--- src/rtl/spi_irq_pkg.sv ---
package spi_irq_pkg;
  localparam int PORT_SRC = 8;
  localparam int ERR_N    = 5;
  localparam int ADDR_W   = 3;

  typedef enum logic [ADDR_W-1:0] {
    A_PORT_EN  = 3'd0,
    A_PORT_LVL = 3'd1,
    A_PORT_FLG = 3'd2,
    A_TG_EN    = 3'd3,
    A_TG_LVL   = 3'd4,
    A_TG_FLG   = 3'd5
  } reg_addr_e;

  // Port sources that may drive a line in the given mode.
  function automatic logic [PORT_SRC-1:0] port_live_mask(input logic mb);
    return mb ? 8'h3F : 8'hFF;
  endfunction

  // Next value of a sticky write-one-to-clear flag bank slice.
  function automatic logic [PORT_SRC-1:0] sticky8(input logic [PORT_SRC-1:0] cur,
                                                   input logic [PORT_SRC-1:0] set,
                                                   input logic [PORT_SRC-1:0] clr);
    return (cur & ~clr) | set;
  endfunction
endpackage

--- src/rtl/irq_flag_bank.sv ---
module irq_flag_bank #(
  parameter int W = 8
) (
  input  logic         clk,
  input  logic         rst_n,
  input  logic [W-1:0] set_i,
  input  logic [W-1:0] clr_i,
  output logic [W-1:0] flags_o
);
  logic [W-1:0] flags_q;

  always_ff @(posedge clk or negedge rst_n) begin
    if (!rst_n) flags_q <= '0;
    else        flags_q <= (flags_q & ~clr_i) | set_i;
  end

  assign flags_o = flags_q;
endmodule

--- src/rtl/irq_cfg_regs.sv ---
module irq_cfg_regs
  import spi_irq_pkg::*;
#(
  parameter int N_TG  = 8,
  parameter int REG_W = 2 * N_TG
) (
  input  logic                clk,
  input  logic                rst_n,
  input  logic                we_i,
  input  logic [ADDR_W-1:0]   addr_i,
  input  logic [REG_W-1:0]    wdata_i,
  output logic [PORT_SRC-1:0] port_en_o,
  output logic [PORT_SRC-1:0] port_lvl_o,
  output logic [N_TG-1:0]     tg_done_en_o,
  output logic [N_TG-1:0]     tg_susp_en_o,
  output logic [N_TG-1:0]     tg_lvl_o
);
  logic [PORT_SRC-1:0] pen_q, plvl_q;
  logic [N_TG-1:0]     tden_q, tsen_q, tlvl_q;

  always_ff @(posedge clk or negedge rst_n) begin
    if (!rst_n) begin
      pen_q  <= '0;
      plvl_q <= '0;
      tden_q <= '0;
      tsen_q <= '0;
      tlvl_q <= '0;
    end else if (we_i) begin
      case (addr_i)
        A_PORT_EN:  pen_q  <= wdata_i[PORT_SRC-1:0];
        A_PORT_LVL: plvl_q <= wdata_i[PORT_SRC-1:0];
        A_TG_EN: begin
          tden_q <= wdata_i[N_TG-1:0];
          tsen_q <= wdata_i[2*N_TG-1:N_TG];
        end
        A_TG_LVL:   tlvl_q <= wdata_i[N_TG-1:0];
        default: ;
      endcase
    end
  end

  assign port_en_o    = pen_q;
  assign port_lvl_o   = plvl_q;
  assign tg_done_en_o = tden_q;
  assign tg_susp_en_o = tsen_q;
  assign tg_lvl_o     = tlvl_q;
endmodule

--- src/rtl/irq_line_merge.sv ---
module irq_line_merge #(
  parameter int W = 24
) (
  input  logic         clk,
  input  logic         rst_n,
  input  logic [W-1:0] pend_i,
  input  logic [W-1:0] en_i,
  input  logic [W-1:0] lvl_i,
  input  logic [W-1:0] live_i,
  output logic [1:0]   req_o,
  output logic [1:0]   line_o
);
  logic [W-1:0] active;
  assign active = pend_i & en_i & live_i;

  for (genvar g = 0; g < 2; g++) begin : g_line
    logic sel_req;
    assign sel_req  = |(active & ((g == 1) ? lvl_i : ~lvl_i));
    assign req_o[g] = sel_req;

    always_ff @(posedge clk or negedge rst_n) begin
      if (!rst_n) line_o[g] <= 1'b0;
      else        line_o[g] <= sel_req;
    end
  end
endmodule

--- src/rtl/spi_irq_router.sv ---
module spi_irq_router
  import spi_irq_pkg::*;
#(
  parameter int N_TG = 8
) (
  input  logic                clk,
  input  logic                rst_n,
  input  logic                multi_buf_mode,
  input  logic [ERR_N-1:0]    ev_err,
  input  logic                ev_overrun,
  input  logic                ev_rx_full,
  input  logic                ev_tx_empty,
  input  logic [N_TG-1:0]     ev_tg_done,
  input  logic [N_TG-1:0]     ev_tg_susp,
  input  logic                bus_we,
  input  logic [ADDR_W-1:0]   bus_addr,
  input  logic [2*N_TG-1:0]   bus_wdata,
  output logic [2*N_TG-1:0]   bus_rdata,
  output logic                irq_line0,
  output logic                irq_line1,
  output logic [PORT_SRC-1:0] port_flags,
  output logic [2*N_TG-1:0]   tg_flags
);
  localparam int REG_W = 2 * N_TG;
  localparam int ALL_W = PORT_SRC + REG_W;

  // Named internal events.
  logic [PORT_SRC-1:0] ev_port;
  logic [REG_W-1:0]    ev_tg;
  logic [PORT_SRC-1:0] clr_port;
  logic [REG_W-1:0]    clr_tg;
  logic [PORT_SRC-1:0] port_en, port_lvl;
  logic [N_TG-1:0]     tg_done_en, tg_susp_en, tg_lvl;
  logic [REG_W-1:0]    tg_en;
  logic [1:0]          line_req;
  logic [1:0]          line_q;

  assign ev_port = {ev_tx_empty, ev_rx_full, ev_overrun, ev_err};
  assign ev_tg   = {ev_tg_susp, ev_tg_done};
  assign tg_en   = {tg_susp_en, tg_done_en};

  assign clr_port = (bus_we && bus_addr == A_PORT_FLG) ? bus_wdata[PORT_SRC-1:0] : '0;
  assign clr_tg   = (bus_we && bus_addr == A_TG_FLG)   ? bus_wdata : '0;

  irq_flag_bank #(.W(PORT_SRC)) u_port_flags (
    .clk(clk), .rst_n(rst_n), .set_i(ev_port), .clr_i(clr_port), .flags_o(port_flags)
  );

  irq_flag_bank #(.W(REG_W)) u_tg_flags (
    .clk(clk), .rst_n(rst_n), .set_i(ev_tg), .clr_i(clr_tg), .flags_o(tg_flags)
  );

  irq_cfg_regs #(.N_TG(N_TG), .REG_W(REG_W)) u_cfg (
    .clk(clk), .rst_n(rst_n), .we_i(bus_we), .addr_i(bus_addr), .wdata_i(bus_wdata),
    .port_en_o(port_en), .port_lvl_o(port_lvl), .tg_done_en_o(tg_done_en),
    .tg_susp_en_o(tg_susp_en), .tg_lvl_o(tg_lvl)
  );

  irq_line_merge #(.W(ALL_W)) u_merge (
    .clk(clk), .rst_n(rst_n),
    .pend_i({tg_flags, port_flags}),
    .en_i({tg_en, port_en}),
    .lvl_i({tg_lvl, tg_lvl, port_lvl}),
    .live_i({{REG_W{multi_buf_mode}}, port_live_mask(multi_buf_mode)}),
    .req_o(line_req),
    .line_o(line_q)
  );

  assign irq_line0 = line_q[0];
  assign irq_line1 = line_q[1];

  always_comb begin
    bus_rdata = '0;
    case (bus_addr)
      A_PORT_EN:  bus_rdata[PORT_SRC-1:0] = port_en;
      A_PORT_LVL: bus_rdata[PORT_SRC-1:0] = port_lvl;
      A_PORT_FLG: bus_rdata[PORT_SRC-1:0] = port_flags;
      A_TG_EN:    bus_rdata = tg_en;
      A_TG_LVL:   bus_rdata[N_TG-1:0] = tg_lvl;
      A_TG_FLG:   bus_rdata = tg_flags;
      default:    bus_rdata = '0;
    endcase
  end
endmodule

--- config.mk ---
export PLATFORM = sky130hd
export DESIGN_NAME = spi_irq_router
export DESIGN_NICKNAME = d
export VERILOG_FILES = /design/src/rtl/spi_irq_pkg.sv /design/src/rtl/irq_flag_bank.sv /design/src/rtl/irq_cfg_regs.sv /design/src/rtl/irq_line_merge.sv /design/src/rtl/spi_irq_router.sv
export SDC_FILE = /design/constraint.sdc
export NUM_CORES = 1
export LEC_CHECK = 0
export BUFFER_PORTS_ARGS = -buffer_cell sky130_fd_sc_hd__clkbuf_2
export CAP_MARGIN = 20
export CORE_MARGIN = 2
export CORE_UTILIZATION = 53
export DETAILED_ROUTE_END_ITERATION = 6
export GPL_ROUTABILITY_DRIVEN = 0
export GPL_TIMING_DRIVEN = 1
export PLACE_DENSITY = 0.8
export SKIP_LAST_GASP = 1
export SYNTH_ARGS = -nofsm -noshare
export SYNTH_HDL_FRONTEND = slang
export SYNTH_SLANG_ARGS = --single-unit
--- constraint.sdc ---
create_clock -name clk -period 1.8 [get_ports clk]
set_input_delay 0.09 -clock clk [delete_from_list [all_inputs] [get_ports clk]]
set_output_delay 0.09 -clock clk [all_outputs]
set_load 0.005 [all_outputs]
==> run metrics <==
Crit path required time=between 1.5 and 2 ns; post-synthesis sequential area ratio=about half; Bufs on Longest Clock Path=2; design area=~4400 um^2; # DRC=0; Hold Path Origin=bus_wdata[11]; Critical Path Start Type=flip-flop; clk_lat worst skew=0.35 ns; Pre-antenna DRT Iters=4; clock-pin transition on the worst setup and hold timing paths=approximately 0.070 ns; IO Count=89; Final min period=roughly 1.7 ns; worst reg2reg startpoint=u_cfg.tg_susp_en_o[1]$_DFFE_PN0P_; PwrDens=between 800 and 900 nW/um^2; fillers=between 400 and 500; Cell Count Post-Placement=between 400 and 500; placed cell areas=between 3000 and 4000 um^2; HPWL Detailed=roughly 6300 um; Antenna diodes=0; Fin Setup TNS=0 ns; Layout Skew=0.004541 ns; Hold WC Path Type=in2reg; crit path capture type=output port; Yosys reg bits=66; row count=29; # clock sinks=66; Hold WS=approximately 0.0095 ns; Core Util, Final=71.17%; actual slew at the worst max-slew pin=0.5596 ns; total CTS buffers=9; worst setup path start=u_port_flags.flags_o[4]$_DFF_PN0_; Worst Path Arrival=roughly 1.6 ns; postcts setup bufs=0; Die Y=~84 um; Slew headroom=62.56%; CP Class=reg2out; die width=~84 um; P&R area growth vs syn=32.02%; total grt overflow=0; Tcrit/Tclk final=around 90%; largest net degree at the start of global routing=67; die area=around 7000 um^2; VDD IR max=0.5346 mV; Lkg Pwr=between 1.5 and 2 nW; Finish-stage setup viols=0; Post-Synthesis Cells=a little under 300; Final Hold Fails=0; Final Max Slew Viols=0; status=completed; CTS tree=yes; number of global-route vias before repair=3,011; routed len/inst=roughly 18 um; mapped cell area=roughly 3400 um^2; Highest Clock Rate=between 0.5 and 0.6 GHz; Antenna Violating Nets Remaining=0; Starting Density=a little over half; Synth Area per Inst=around 12 um^2; vias post-DR=between 2,000 and 3,000; DR vias/cell=5.850; final wirelength=roughly 9000 um; Initial DRC Count=approximately 260; layout cells sized above 1=approximately 39%; H-Tree Depth=3; max-cap viol count=0; dpl ws=~0.21 ns; CTS root buffer=clkbuf_8; unrepaired setup endpoints after global routing=no; count of cell types in the netlist=43; Setup WS post-layout=roughly 0.13 ns; Tot Pwr=between 3 and 4 mW; Synthesized Nets=approximately 340; first-pass GRT wire length=between 10,000 and 15,000 um; CORE AREA=about 6200 um^2; Worst Path Max Fanout=5; antenna violations before repair=0; gr usage total=a little over a quarter; Non-Filler Instances=approximately 500; PortBufs=88; layout net count=468; Syn. warnings=0
report_power, final:
group	switching [mW]	internal (mW)	total [mW]
logic	0.374	0.518	0.892
registers	0.221	1.70	1.92
clock network	0.560	0.517	1.08
worst max-delay path, cell delays in order, from the launching register on:
cell and delay [ns]:
dfrtp_1 0.44, mux4_2 0.47, inv_1 0.10, o22ai_1 0.10, clkbuf_2 0.12
path summary, 6_finish.rpt:
check | to | slack [ns] | cells past startpoint
max in group asynchronous | u_port_flags.flags_o[4]$_DFF_PN0_ | 1.21 | 3
worst min register to register | u_tg_flags.flags_o[5]$_DFF_PN0_ | 0.54 | 1
min in group asynchronous | u_port_flags.flags_o[2]$_DFF_PN0_ | 0.28 | 3
worst max register to register | u_merge.line_o[0]$_DFF_PN0_ | 0.20 | 4
worst max-delay path | bus_rdata[4] | 0.13 | 4
worst min-delay path | u_cfg.tg_susp_en_o[3]$_DFFE_PN0P_ | 0.009 | 2
layout make-up:
| type | count | area [um^2] | share of cell area [%] |
|---|---|---|---|
| flip-flops and latches | 66 | 1652 | 37.18 |
| multi-input cells | 201 | 1603 | 36.08 |
| repair buffers | 136 | 905.9 | 20.39 |
| clock buffers | 11 | 141.4 | 3.183 |
| well taps | 77 | 96.34 | 2.169 |
| inverters | 7 | 26.28 | 0.5915 |
| clock inverters | 3 | 17.52 | 0.3944 |
state kept, by name, indices dropped and copies added, names as in the netlist:
register              cells
u_tg_flags.flags_o       16
u_cfg.port_en_o           8
u_cfg.port_lvl_o          8
u_cfg.tg_done_en_o        8
u_cfg.tg_lvl_o            8
u_cfg.tg_susp_en_o        8
u_port_flags.flags_o      8
u_merge.line_o            2
cell usage after synthesis, drive strengths merged:
master	number	share of area [%]
a21o	24	5.4
a21oi	2	0.30
a221oi	2	0.52
a22o	6	1.6
a22oi	10	2.2
a31oi	1	0.19
and2	1	0.19
and3	2	0.37
and3b	1	0.26
and4	1	0.26
and4bb	1	0.37
buf	11	1.9
clkbuf	5	0.59
dfrtp	66	49
inv	7	0.78
mux2	40	13
mux2i	10	3.0
mux4	5	3.6
nand2	36	4.0
nand2b	3	0.56
nand3	11	1.6
nand3b	5	1.1
nand4	2	0.37
nand4b	3	0.97
nand4bb	1	0.33
nor2	12	1.3
nor2b	2	0.37
nor3	2	0.30
nor4b	3	1.7
o2111ai	1	0.26
o211ai	1	0.22
o221ai	3	0.78
o22ai	7	1.3
o32a	1	0.30
o32ai	1	0.26
or4b	1	0.30
repair_timing:
action | in CTS | in global routing
hold buffers | 32 | 0
gates resized for setup | 0 | 0
endpoints found under the hold margin | 97 | 0
routing by layer:
layer  vias to the layer above  track usage (%)  wire (um)
li1                       1333                -          -
met4                         0            12.90        218
met1                      1453            36.13       3844
met2                       122            43.56       4302
met3                        23            4.550        599
met5                         -                0          0
cells in the final DEF, fill, tap and decap left out, drive strengths merged, types with 10 or more instances in the layout:
| cell | n |
|---|---|
| a21o | 24 |
| a22oi | 10 |
| buf | 16 |
| clkbuf | 99 |
| dfrtp | 66 |
| dlygate4sd3 | 32 |
| mux2 | 40 |
| mux2i | 10 |
| nand2 | 36 |
| nand3 | 11 |
| nor2 | 12 |
cells by family after synthesis:
| family | Yosys count | synth area share (%) |
|---|---|---|
| and+or+nand+nor | 87 | 14.43 |
| DFF | 66 | 49.09 |
| AOI/OAI and AO/OA | 59 | 13.28 |
| muxes | 55 | 19.93 |
| buffers and inverters | 23 | 3.272 |
Power figures use the tool's default switching activity.
